--- src/rtl/trim_pkg.sv ---
package trim_pkg;

    parameter int SET_W = 7;
    localparam int MEM_W = SET_W + 1;

    typedef logic [SET_W-1:0] setting_t;
    typedef logic [MEM_W-1:0] nvm_word_t;

    localparam setting_t SET_MAX = '1;
    localparam setting_t SET_MIN = '0;
    localparam setting_t SET_MID = setting_t'(1) << (SET_W - 1);

    typedef enum logic [1:0] {
        STEP_NONE = 2'd0,
        STEP_UP   = 2'd1,
        STEP_DN   = 2'd2
    } step_e;

    typedef enum logic [1:0] {
        WR_IDLE = 2'd0,
        WR_REQ  = 2'd1,
        WR_WAIT = 2'd2
    } wr_state_e;

    // Top bit of the stored word flags an unwritten (erased) word.
    function automatic setting_t nvm_decode(nvm_word_t w);
        if (w[MEM_W-1]) return SET_MID;
        return w[SET_W-1:0];
    endfunction

    function automatic nvm_word_t nvm_encode(setting_t s);
        return {1'b0, s};
    endfunction

    // Both strobes at once cancel out.
    function automatic step_e classify(logic up, logic dn);
        if (up && !dn) return STEP_UP;
        if (dn && !up) return STEP_DN;
        return STEP_NONE;
    endfunction

    function automatic setting_t sat_step(setting_t v, step_e s);
        case (s)
            STEP_UP: return (v == SET_MAX) ? v : v + setting_t'(1);
            STEP_DN: return (v == SET_MIN) ? v : v - setting_t'(1);
            default: return v;
        endcase
    endfunction

endpackage

--- src/rtl/trim_wr_seq.sv ---
module trim_wr_seq
    import trim_pkg::*;
(
    input  logic      clk,
    input  logic      rst,
    input  logic      en,
    input  logic      prog,
    input  logic      busy,
    input  setting_t  count,
    output nvm_word_t wdata_o,
    output logic      wreq_o,
    output logic      locked_o,
    output logic      start_o,
    output logic      done_o
);

    wr_state_e state_q;
    nvm_word_t wdata_q;

    assign start_o  = en && prog && (state_q == WR_IDLE);
    assign done_o   = (state_q == WR_WAIT) && !busy;
    assign locked_o = (state_q != WR_IDLE);
    assign wreq_o   = (state_q == WR_REQ);
    assign wdata_o  = wdata_q;

    always_ff @(posedge clk) begin
        if (rst) begin
            state_q <= WR_IDLE;
            wdata_q <= '0;
        end else begin
            case (state_q)
                WR_IDLE: if (start_o) begin
                    state_q <= WR_REQ;
                    wdata_q <= nvm_encode(count);
                end
                WR_REQ:  if (busy) state_q <= WR_WAIT;
                WR_WAIT: if (!busy) state_q <= WR_IDLE;
                default: state_q <= WR_IDLE;
            endcase
        end
    end


    req_hold_chk: assert property (@(posedge clk) disable iff (rst)
        (state_q == WR_REQ && !busy) |=> wreq_o);


    wdata_stable_chk: assert property (@(posedge clk) disable iff (rst)
        (state_q == WR_REQ) |=> $stable(wdata_o));


    single_req_chk: assert property (@(posedge clk) disable iff (rst)
        (state_q == WR_WAIT) |=> !wreq_o);


    no_start_disabled_chk: assert property (@(posedge clk) disable iff (rst)
        (state_q == WR_IDLE && !en) |=> (state_q == WR_IDLE));

endmodule

--- src/rtl/trim_counter.sv ---
module trim_counter
    import trim_pkg::*;
(
    input  logic     clk,
    input  logic     rst,
    input  logic     en,
    input  step_e    step,
    input  logic     lock,
    input  logic     prog_take,
    input  logic     wr_done,
    input  setting_t reload_val,
    output setting_t setting_o
);

    setting_t cnt_q;
    logic     skip_q;
    logic     step_ok;

    assign step_ok   = en && !lock && !prog_take && (step != STEP_NONE);
    assign setting_o = cnt_q;

    always_ff @(posedge clk) begin
        if (rst) begin
            cnt_q  <= reload_val;
            skip_q <= 1'b1;
        end else begin
            if (!en) begin
                cnt_q <= reload_val;
            end else if (step_ok && !skip_q) begin
                cnt_q <= sat_step(cnt_q, step);
            end

            if (wr_done) begin
                skip_q <= 1'b1;
            end else if (step_ok) begin
                skip_q <= 1'b0;
            end
        end
    end


    top_no_wrap_chk: assert property (@(posedge clk) disable iff (rst)
        (en && cnt_q == SET_MAX) |=> (setting_o != SET_MIN));


    floor_no_wrap_chk: assert property (@(posedge clk) disable iff (rst)
        (en && cnt_q == SET_MIN) |=> (setting_o != SET_MAX));


    lock_hold_chk: assert property (@(posedge clk) disable iff (rst)
        (en && lock) |=> $stable(setting_o));


    skip_consume_chk: assert property (@(posedge clk) disable iff (rst)
        (en && skip_q && step != STEP_NONE) |=> $stable(setting_o));


    idle_hold_chk: assert property (@(posedge clk) disable iff (rst)
        (en && step == STEP_NONE) |=> $stable(setting_o));

endmodule

--- src/rtl/trim_setting_ctrl.sv ---
module trim_setting_ctrl
    import trim_pkg::*;
(
    input  logic             clk,
    input  logic             rst,
    input  logic             enable_i,
    input  logic             up_i,
    input  logic             down_i,
    input  logic             prog_i,
    input  logic [MEM_W-1:0] nvm_rdata_i,
    output logic [MEM_W-1:0] nvm_wdata_o,
    output logic             nvm_wreq_o,
    input  logic             nvm_busy_i,
    output logic [SET_W-1:0] setting_o
);

    step_e    step;
    setting_t reload_val;
    setting_t cur_setting;
    logic     locked;
    logic     wr_start;
    logic     wr_done;

    assign step       = classify(up_i, down_i);
    assign reload_val = nvm_decode(nvm_rdata_i);
    assign setting_o  = cur_setting;

    trim_wr_seq u_wr (
        .clk      (clk),
        .rst      (rst),
        .en       (enable_i),
        .prog     (prog_i),
        .busy     (nvm_busy_i),
        .count    (cur_setting),
        .wdata_o  (nvm_wdata_o),
        .wreq_o   (nvm_wreq_o),
        .locked_o (locked),
        .start_o  (wr_start),
        .done_o   (wr_done)
    );

    trim_counter u_cnt (
        .clk        (clk),
        .rst        (rst),
        .en         (enable_i),
        .step       (step),
        .lock       (locked),
        .prog_take  (wr_start),
        .wr_done    (wr_done),
        .reload_val (reload_val),
        .setting_o  (cur_setting)
    );


    disabled_track_chk: assert property (@(posedge clk) disable iff (rst)
        (!enable_i && !nvm_wreq_o) |=> !(nvm_wreq_o && $rose(nvm_wreq_o)));

endmodule

--- config.mk ---
export PLATFORM = sky130hd
export DESIGN_NAME = trim_setting_ctrl
export DESIGN_NICKNAME = d
export VERILOG_FILES = /design/src/rtl/trim_pkg.sv /design/src/rtl/trim_wr_seq.sv /design/src/rtl/trim_counter.sv /design/src/rtl/trim_setting_ctrl.sv
export SDC_FILE = /design/constraint.sdc
export NUM_CORES = 1
export LEC_CHECK = 0
export ABC_AREA = 0
export BUFFER_PORTS_ARGS = -buffer_cell sky130_fd_sc_hd__buf_4
export CAP_MARGIN = 25
export CORE_MARGIN = 1
export CORE_UTILIZATION = 53
export DETAILED_ROUTE_END_ITERATION = 10
export PLACE_DENSITY = 0.83
export SLEW_MARGIN = 10
export SYNTH_ARGS = -nofsm -noshare
export SYNTH_HDL_FRONTEND = slang
export SYNTH_HIERARCHICAL = 1
export SYNTH_SLANG_ARGS = --single-unit
--- constraint.sdc ---
create_clock -name clk -period 2.35 [get_ports clk]
set_clock_uncertainty 0.1 [all_clocks]
set_input_delay 0.235 -clock clk [delete_from_list [all_inputs] [get_ports clk]]
set_output_delay 0.235 -clock clk [all_outputs]
set_load 0.1 [all_outputs]
* Word-level counts from Yosys, hierarchy flattened
Cells that the tools add are included.
** Word-level totals
- Bits in registers :: 17
- Input port bits :: 15
- Output and inout port bits :: 16
- Logic and storage cells :: 61
** Cells by class
- $add $sub $neg :: 2
- Equality and inequality tests :: 12
- Muxes and demuxes :: 20
- Reductions and logical operators :: 23
** Operator list (number)
- 7-bit 2-to-1 mux :: 7
- 2-bit 2-to-1 mux :: 7
- 7-bit one-hot mux with 2 select lines :: 1
- 1-bit logical AND :: 9
- 4-bit != test (second input constant) :: 2
- 7-bit by 1-bit adder with 7-bit output (second input constant) :: 1
- 7-bit equality test (second input constant) :: 1
- 7-bit zero test :: 1
- 7-bit by 1-bit subtractor with 7-bit output (second input constant) :: 1
- 1-bit zero test :: 6
- 2-bit one-hot mux with 3 select lines :: 1
- 2-bit by 1-bit equality test with 1-bit output (second input constant) :: 2
- 2-bit equality test (second input constant) :: 2
- 1-bit 2-to-1 mux :: 4
- 2-bit by 1-bit != test with 1-bit output (second input constant) :: 2
- 4-bit by 2-bit != test with 1-bit output (second input constant) :: 1
- 4-bit AND reduction :: 1
- 2-bit nonzero test :: 2
- 3-bit by 2-bit != test with 1-bit output (second input constant) :: 1
- 3-bit AND reduction :: 1
- 2-bit zero test :: 1
- 2-bit != test (second input constant) :: 1
- 2-bit AND reduction :: 1
- 2-bit OR reduction :: 1

* Logic depth before layout (Yosys ltp)
Gate-level depths: netlist of run 1.
- Word-level depth :: 12
- Depth in mapped cells :: 11
- Gate-level depth less buffers :: 9

* Modules after synthesis
Netlist of run 1, hierarchy kept.
** Modules (own cells, without submodules)
- trim_counter :: instances 1, cells each 88, area an instance 793.3 sq um, seq. area each 230.2 sq um
- trim_wr_seq :: instances 1, cells each 42, area an instance 432.9 sq um, seq. area each 180.2 sq um
- trim_setting_ctrl :: instances 1, cells each 9, area an instance 71.3 sq um, seq. area each 0.0 sq um

* Worst setup path before layout of run 1
Ideal clock, no wire load.
- Path kind :: register -> register
- Start point :: reg u_cnt.cnt_q[1], in the netlist u_cnt/setting_o[1]
- End point :: reg u_cnt.cnt_q[4], in the netlist u_cnt/setting_o[4], data pin
- Library setup time :: 266 ps
- Data arrival time :: 2006 ps
- Data required time :: 1984 ps
- Setup slack :: -22 ps
- Stages on the path, launching flop included :: 8
- Buffers on the path :: 1
- Period minus slack after synthesis :: 2372 ps
- Cells stage by stage :: edfxtp_1 -> buf_2 -> xor2_1 -> ha_1 -> nand4bb_1 -> nand4_1 -> xnor2_1 -> o21ai_1
** Between the ends
- Cells in the longest elaborated chain, start to end :: 6
** Ends and longest elaborated chain
- start: declaration :: RTL line trim_counter.sv:15 : setting_t cnt_q;
- start signal: assignment :: RTL line trim_counter.sv:24 : cnt_q <= reload_val;
- start signal: assignment :: RTL line trim_counter.sv:28 : cnt_q <= reload_val;
- start signal: assignment :: RTL line trim_counter.sv:30 : cnt_q <= sat_step(cnt_q, step);
- 7-bit by 1-bit subtractor with 7-bit output / 7-bit by 1-bit adder with 7-bit output (equally long branches) :: RTL line trim_pkg.sv:45, trim_pkg.sv:44
- 7-bit 2-to-1 mux, on equally long branches :: RTL line trim_pkg.sv:45, trim_pkg.sv:44
- 7-bit one-hot mux with 2 select lines * :: RTL line trim_pkg.sv:43 : case (s)
- 7-bit 2-to-1 mux * :: RTL line trim_counter.sv:29 : end else if (step_ok && !skip_q) begin
- 7-bit 2-to-1 mux * :: RTL line trim_counter.sv:27 : if (!en) begin
- 7-bit 2-to-1 mux * :: RTL line trim_counter.sv:23 : if (rst) begin
Mark *: on every way between the ends. The rest lies on a longest branch, timed or not. The select of a mux whose other input is x is not followed.
A chain may end at the register's enable or synchronous reset.

* Worst setup path after layout of run 1
- Start point :: reg u_wr.state_q[0]
- End point :: reg u_cnt.cnt_q[6], in the netlist u_cnt/setting_o[6] (enable)
** Between the ends
- Cells in the longest elaborated chain, start to end :: 8
** Ends and longest elaborated chain
- start: declaration :: RTL line trim_wr_seq.sv:17 : wr_state_e state_q;
- start signal: assignment :: RTL line trim_wr_seq.sv:28 : state_q <= WR_IDLE;
- start signal: assignment :: RTL line trim_wr_seq.sv:33 : state_q <= WR_REQ;
- start signal: assignment :: RTL line trim_wr_seq.sv:36 : WR_REQ: if (busy) state_q <= WR_WAIT;
- 2-bit zero test :: RTL line trim_wr_seq.sv:20 : assign start_o = en && prog && (state_q == WR_IDLE);
- 1-bit logical AND :: RTL line trim_wr_seq.sv:20
- net wr_start :: RTL line trim_setting_ctrl.sv:21 : logic wr_start;
- 1-bit zero test :: RTL line trim_counter.sv:19 : assign step_ok = en && !lock && !prog_take && (step != STEP_NONE);
- 1-bit logical AND (2 in a row) :: RTL line trim_counter.sv:19
- 1-bit logical AND :: RTL line trim_counter.sv:29
- 3-bit by 2-bit != test with 1-bit output (no line)
- 4-bit AND reduction (no line)
The timed path passes the listed nets, and every way through them passes these cells.

==> flow_summary.toml, run 1 <==
[outcome]
status = "finished clean"

[synth]
synthArstFlopShare = 0
syn_nets = 159
netlist_top_cells_count = "nand2b_1, nand2_1, dfxtp_1"
syn_area_sq_um = 1300
ys_ff_latch = 17
yosysWarnings = 6
synth_ff_type = "dfxtp_1"
ys_top_cells_by_area = "edfxtp_1, dfxtp_1, nand2b_1"
yosysTopAreaCell = "edfxtp_1"
yosysMostFrequentCell = "nand2b_1"
synthCells = 139
syn_area_per_cell_sq_um = 9.33
ys_types = 40
synth_top_area_share = 0.162
yosysSeqAreaShare = 0.316
synth_edf_count = 7

[global_route]
gr-usage-met1 = 0.250
grt_start_max_net_pins = 20
busiest_layer = "met2"
grt_util_met3 = 0.00893
grt_usage = 0.217
gr-total-overflow = 0
grt_first_pass_wirelength_mm = 4.24
first_global_vias = 998
grt_use_met2 = 0.396
antenna_found_initial = 0

[worst_setup_path]
r2r_cells = 3
critPathCaptureType = "flop"
worstPathArrival_ns = 1.92
timing.rr.end = "u_cnt/setting_o[6]"
r2r_slack_ns = 0.31
cp_cell_sequence = "and4bb_2, nor4b_1, a41o_1"
cp-start-kind = "flop"
slowest_delay_ns = 0.42
crit_fanout = 9
cp_top_family = "simple AND/OR/NAND/NOR gates"
critPathKind = "flop to flop"
slowest_stage = "dfxtp_1"
cp.required_ns = 2.23
r2r-start = "u_wr/state_q[0]"
critPathBufInv = 0

[cts]
cts.sinks = 17
path_clk_slew_ns = 0.10
cts_tree = "done"
ctsResizeCount = 0
clockBufferDepth = 2
worst_skew_pair.late_latency_ns = 0.29
cts-root-buf = "clkbuf_4"
ctsHoldBuffers = 0
cts_made_buffers = 3
post_cts_buffers = 0
htreeDepth = 1

[sta]
setup_violations = 0
maxSlewHeadroom = 0.645
worst_pin_slew_ns = 0.533
slew_viol_final = 0
worst_slack_ns = 0.313
fmax_mhz = 491
hold_violations = 0
rsz0062_at_grt = "false"
fin_crit_sh = 0.867
layout_min_cycle_time_ns = 2.04
setup_tns_ns = 0

[min_path]
hold_path_class = "input port to flop"
hold_depth = 2
min_from = "rst"
whs_endpoint = "u_wr/state_q[1]"

[floorplanning]
die_area_sq_um = 2650
die_w_microns = 51.5
core_sq_um = 2250
initial_core_util = 0.575
rows = 17
fp.dieH_microns = 51.5
pin_count = 31

[routing]
drt-wirelength-per-cell_microns = 14.2
drcViolationCount = 0
vias = 1048
firstDrtPassIters = 4
first_iter_violations = 31
wirelength_mm = 2.72
vias_per_cell = 5.49
drtAntennaViolNets = 0

[cells_and_area]
fillers = 195
nets = 184
utilization = 0.669
multi_input_area_sq_um = 798
regArea_sq_um = 410
layout.cells.non_filler = 191
diodes = 0
drive_above_1_share = 0.294
area_delta_synth_final_pct = 16.2

[pwr]
peakVddDrop_uv = 376
power_density_nw_per_um2 = 604
p_leak_nw = 0.626

[placement]
port_buffers = 29
pre_cts_ws_ns = 0.182
place_inst = 187
gp_congestion = 0.840
dpl.hpwl_mm = 1.97

[flow_run]
drv_cap = 0
-- where the power goes --
group | leakage, nW | switching (mW) | total [mW] | internal (mW)
registers | 0.156 | 0.0494 | 0.385 | 0.336
clock network | 0.0177 | 0.0985 | 0.162 | 0.0634
logic | 0.452 | 0.249 | 0.363 | 0.113
-- cells in the final DEF, fill, tap and decap left out, types with 4 or more instances in the layout --
| cell type | netlist | layout |
|---|---|---|
| nand2b_1 | 17 | 17 |
| ha_1 | 5 | 5 |
| edfxtp_1 | 7 | 7 |
| a21oi_1 | 4 | 4 |
| nand2_1 | 11 | 11 |
| o21ai_1 | 4 | 4 |
| xnor2_1 | 5 | 5 |
| buf_4 | 1 | 30 |
| and2b_2 | 7 | 7 |
| nor2b_1 | 4 | 4 |
| nor2_1 | 4 | 4 |
| dfxtp_1 | 10 | 10 |
| nand3_1 | 5 | 5 |
| mux2i_1 | 7 | 7 |
-- worst register-to-register path, stage by stage (launching register included) --
cell and delay, ns:
dfxtp_1 0.42, and4bb_2 0.37, nor4b_1 0.40, a41o_1 0.42
-- how the worst max path moves through the flow --
stage,startpoint,endpoint,cells after the start
after floorplan,u_cnt/setting_o[1],u_cnt/setting_o[4],7
after global placement,down_i,u_cnt/setting_o[4],10
after detailed placement,down_i,u_cnt/setting_o[4],10
after CTS,u_wr/state_q[0],u_cnt/setting_o[3],3
after global routing,u_wr/state_q[0],u_cnt/setting_o[0],3
final,u_wr/state_q[0],u_cnt/setting_o[6],3
-- state kept, by name (all words and copies together), names as in the netlist --
| name | flops |
|---|---|
| u_wr/state_q | 2 |
| u_cnt/skip_q | 1 |
| u_wr/wdata_o | 7 |
| u_cnt/setting_o | 7 |
-- through the flow --
step | hold slack, ns | instance area, sq um | total power, mW
2_1_floorplan | 0.238 | 1300 | 0.684
3_3_place_gp | 0.358 | 1480 | 0.746
3_5_place_dp | 0.373 | 1480 | 0.755
4_1_cts | 0.100 | 1510 | 0.914
5_1_grt | 0.110 | 1510 | 0.955
6_report | 0.110 | 1510 | 0.910
-- cell families (layout without fill, tap and decap cells) --
logic type / after synthesis / in the layout / synth area share
simple gates: 68 / 68 / 0.338
fa+ha+maj: 5 / 5 / 0.0482
other cells: 1 / 1 / 0.00289
flops: 17 / 17 / 0.316
xor+xnor: 10 / 10 / 0.0791
mux: 7 / 7 / 0.0540
buf+inv: 13 / 37 / 0.0685
compound gates: 18 / 18 / 0.0926
-- per-layer routing --
layer  vias to the layer above  share of wire
met5                         -              0
met4                         0          0.016
met3                         4          0.033
met2                        29           0.52
met1                       488           0.44
li1                        527              -
-- cell type report --
class                   instances  area share
multi-input cells             109       0.529
flip-flops and latches         17       0.272
clock inverters                 1     0.00332
well taps                      28      0.0232
clock buffers                   3      0.0149
inverters                       3     0.00747
repair buffers                 30       0.149
Note: power is estimated with default switching activity, not from simulation.
==> run 2, diff against run 1 <==
Clock period 2.35 ns to 1.9 ns, I/O delays scaled along.
==> run 2 against run 1 <==
  * Worst hold slack worse by 0.022 ns
  * Maximum frequency increased by 17%
  * Critical path type unchanged
  * First-iteration DRC count shrank 6.5%
  * Via count is 1.7% higher
  * Design area up 5.3%
  * Count of clock-buffer cells in the layout is 1 higher
  * Critical endpoint is now u_cnt/setting_o[4]
==> flow_summary.toml, run 2 (synthesized netlist as in run 1, its figures left out) <==
[sta]
layout_min_cycle_time_ns = 1.75
fin_crit_sh = 0.919
hold_violations = 0
setup_tns_ns = 0
fmax_mhz = 573
holdWs_ns = 0.0884
worst_slack_ns = 0.154
slew_viol_final = 0
rsz0062_at_grt = "false"
setup_violations = 0

[floorplanning]
initial_core_util = 0.575
rows = 17
fp.dieH_microns = 51.5
die_area_sq_um = 2650
pin_count = 31
core_sq_um = 2250
die_w_microns = 51.5

[routing]
vias = 1066
first_iter_violations = 29
wirelength_mm = 2.76
firstDrtPassIters = 6
drt-wirelength-per-cell_microns = 13.7
drtAntennaViolNets = 0
drcViolationCount = 0
vias_per_cell = 5.30

[cts]
post_cts_buffers = 0
ctsResizeCount = 0
htreeDepth = 1
cts.sinks = 17
path_clk_slew_ns = 0.10
clockBufferDepth = 2
ctsHoldBuffers = 0
cts-root-buf = "clkbuf_4"
worst_skew_pair.late_latency_ns = 0.28
cts_made_buffers = 3
cts_tree = "done"

[cells_and_area]
utilization = 0.704
area_delta_synth_final_pct = 22.4
nets = 194
drive_above_1_share = 0.335
layout.cells.non_filler = 201
most-common-layout-cells = "buf_4, nand2b_1, nand2_1, dfxtp_1"
stdcell_area_sq_um = 1590
diodes = 0
final_common_cell = "buf_4"

[pwr]
peakVddDrop_uv = 415
p_leak_nw = 0.674
power_density_nw_per_um2 = 723
total_power_mw = 1.15

[placement]
place_inst = 197
pre_cts_ws_ns = -0.138
gp_congestion = 0.825
dpl.hpwl_mm = 2.07
port_buffers = 29
place_area_sq_um = 1560

[global_route]
grt_start_max_net_pins = 20
grt_usage = 0.235
first_global_vias = 1060
gr-total-overflow = 0
antenna_found_initial = 0
grt_first_pass_wirelength_mm = 4.69

[flow_run]
drv_cap = 0

[outcome]
status = "finished clean"

[min_path]
hold_path_class = "input port to flop"

[worst_setup_path]
critPathKind = "flop to flop"
worstPathArrival_ns = 1.70
critPathCaptureType = "flop"
cp.required_ns = 1.85
cp-start-kind = "flop"
crit_fanout = 11
==> run 2: cell count changes in the layout (fill, tap and decap cells not counted), sizes merged <==
cell,change
clkinv,-1
clkbuf,+1
buf,+10
==> run 2: worst paths after layout <==
check | from | to | slack, ns | depth (start not counted)
worst max-delay path | u_cnt/setting_o[3] | u_cnt/setting_o[4] | 0.15 | 4
worst min-delay path | nvm_busy_i | u_wr/state_q[1] | 0.09 | 2
worst max register to register | u_cnt/setting_o[3] | u_cnt/setting_o[4] | 0.15 | 4
worst min register to register | u_wr/wdata_o[2] | u_wr/wdata_o[2] | 0.38 | 2
==> run 2: cell type report <==
class / instances / area [sq um]
flip-flops and latches: 17 / 410
multi-input cells: 109 / 805
inverters: 3 / 11.3
repair buffers: 40 / 300
well taps: 28 / 35.0
clock buffers: 4 / 26.3
fillers: 175 / 667
==> run 2: critical path, cell delays in order, from the launching register on <==
cell and delay, ns:
edfxtp_1 0.58, nor4b_1 0.38, a21oi_1 0.11, a41o_1 0.18, buf_4 0.16
==> run 2: per-layer routing <==
metal	share of wire	track usage	wire [microns]
met3	0.046	0.0357	126
met2	0.48	0.398	1330
met5	0	0	0
met1	0.46	0.297	1260
met4	0.015	0.0901	40
==> run 2: power breakdown <==
group,switching [mW],leakage [nW],internal (mW)
clock network,0.115,0.0150,0.0813
registers,0.0447,0.156,0.415
logic,0.331,0.503,0.160
==> run 3, diff against run 2 <==
Settings changed: BUFFER_PORTS_ARGS -buffer_cell sky130_fd_sc_hd__buf_4 to -buffer_cell sky130_fd_sc_hd__clkbuf_2.
==> run 3 against run 2 <==
  * Sequential cell count stayed put
  * Design area is 3.5% lower
  * Worst setup slack worse by 0.096 ns
  * Wire length is 1.2% higher
  * Core utilization is 2.4 points lower
  * Worst hold slack worse by 0.020 ns
  * Critical path type unchanged
  * Largest cell class unchanged
  * Largest power group unchanged
==> flow_summary.toml, run 3 (synthesized netlist as in run 1, its figures left out) <==
[global_route]
antenna_found_initial = 0
grt_use_met2 = 0.435
grt_first_pass_wirelength_mm = 4.51
gr-usage-met1 = 0.254
grt_usage = 0.224
grt_start_max_net_pins = 20
grt_util_met3 = 0.0298
busiest_layer = "met2"
first_global_vias = 1092
gr-total-overflow = 0

[pwr]
peakVddDrop_uv = 392
power_density_nw_per_um2 = 735
p_leak_nw = 0.664

[worst_setup_path]
r2r_cells = 4
crit_fanout = 8
critPathKind = "flop to flop"
r2r-start = "u_cnt/setting_o[5]"
cp-start-kind = "flop"
cp.required_ns = 1.86
r2r_slack_ns = 0.06
worstPathArrival_ns = 1.80
timing.rr.end = "u_cnt/setting_o[3]"
critPathCaptureType = "flop"

[floorplanning]
rows = 17
core_sq_um = 2250
die_area_sq_um = 2650
fp.dieH_microns = 51.5
die_w_microns = 51.5
initial_core_util = 0.575
pin_count = 31

[routing]
vias_per_cell = 5.53
wirelength_mm = 2.79
drt-wirelength-per-cell_microns = 13.7
drcViolationCount = 0
drtAntennaViolNets = 0
first_iter_violations = 32
firstDrtPassIters = 4
vias = 1123

[sta]
rsz0062_at_grt = "false"
worst_slack_ns = 0.0571
slew_viol_final = 0
fmax_mhz = 543
worst_pin_slew_ns = 0.544
maxSlewHeadroom = 0.639
fin_crit_sh = 0.970
hold_violations = 0
layout_min_cycle_time_ns = 1.84
setup_violations = 0

[placement]
gp_congestion = 0.837
pre_cts_ws_ns = -0.163
port_buffers = 29
place_area_sq_um = 1500
place_inst = 199
dpl.hpwl_mm = 2.13

[min_path]
min_from = "nvm_busy_i"
whs_endpoint = "u_wr/state_q[1]"
hold_depth = 2
hold_path_class = "input port to flop"

[outcome]
status = "finished clean"

[cells_and_area]
stdcell_area_sq_um = 1530
diodes = 0
area_delta_synth_final_pct = 18.1
drive_above_1_share = 0.349
nets = 196
final_common_cell = "clkbuf_2"
layout.cells.non_filler = 203
most-common-layout-cells = "clkbuf_2, nand2b_1, buf_4, nand2_1, dfxtp_1"
fillers = 192

[cts]
cts_made_buffers = 3
ctsHoldBuffers = 0
clockBufferDepth = 2
worst_skew_pair.late_latency_ns = 0.28
htreeDepth = 1
cts_tree = "done"
cts-root-buf = "clkbuf_4"
cts.sinks = 17
path_clk_slew_ns = 0.10
post_cts_buffers = 0

[flow_run]
drv_cap = 0
==> run 3: cell types whose count changed in the layout (fill, tap and decap cells not counted), sizes merged <==
cell    before  now
buf         40   13
clkbuf       4   33
==> run 3: cell type report <==
class	count	area (sq um)	share of cell area
multi-input combinational	109	807	0.527
sequential	17	410	0.268
timing repair buffer	42	243	0.158
tap	28	35.0	0.0229
clock buffer	4	26.3	0.0171
inverter	3	11.3	0.00735
==> run 3: worst max-delay path, cell delays in order, from the launching register on <==
cell and delay [ns]:
edfxtp_1 0.55, nor4b_1 0.42, a21oi_1 0.15, a41o_1 0.23
buf_4 0.16
==> run 3: per-stage QoR <==
step                      hold slack [ns]  power (mW)  setup TNS, ns   util
after floorplan                     0.193       0.860          -2.76      -
after global placement              0.356       0.922         -0.197  0.664
after detailed placement            0.364       0.937          -1.07  0.664
after CTS                          0.0606        1.13              0  0.676
after global routing               0.0521        1.18              0  0.680
final                              0.0682        1.13              0  0.680
==> run 3: routing by layer <==
layer | up-vias | wire [microns]
li1 | 549 | -
met1 | 536 | 1150
met2 | 36 | 1500
met3 | 2 | 125
met4 | 0 | 14
met5 | - | 0
==> run 3: report_power, final <==
group | switching, mW | internal, mW | leakage (nW)
combinational | 0.339 | 0.139 | 0.493
clock | 0.111 | 0.0814 | 0.0150
sequential | 0.0400 | 0.415 | 0.156
total | 0.490 | 0.636 | 0.664
==> run 3: repair_timing <==
action                                 4_1_cts  5_1_grt
endpoints found under the hold margin        0        0
setup endpoints to repair                    0        9
resized for setup                            0        2
==> run 3: how the worst max path moves through the flow <==
| stage | to | slack [ns] | start | cells past startpoint |
|---|---|---|---|---|
| 2_1_floorplan | u_cnt/setting_o[4] | -0.39 | u_cnt/setting_o[1] | 7 |
| 3_3_place_gp | u_cnt/setting_o[4] | -0.04 | up_i | 10 |
| 3_5_place_dp | u_cnt/setting_o[4] | -0.16 | up_i | 10 |
| 4_1_cts | u_cnt/setting_o[3] | 0.06 | u_wr/state_q[0] | 4 |
| 5_1_grt | u_cnt/setting_o[3] | 0.0003 | u_wr/state_q[1] | 4 |
| 6_report | u_cnt/setting_o[3] | 0.06 | u_cnt/setting_o[5] | 4 |
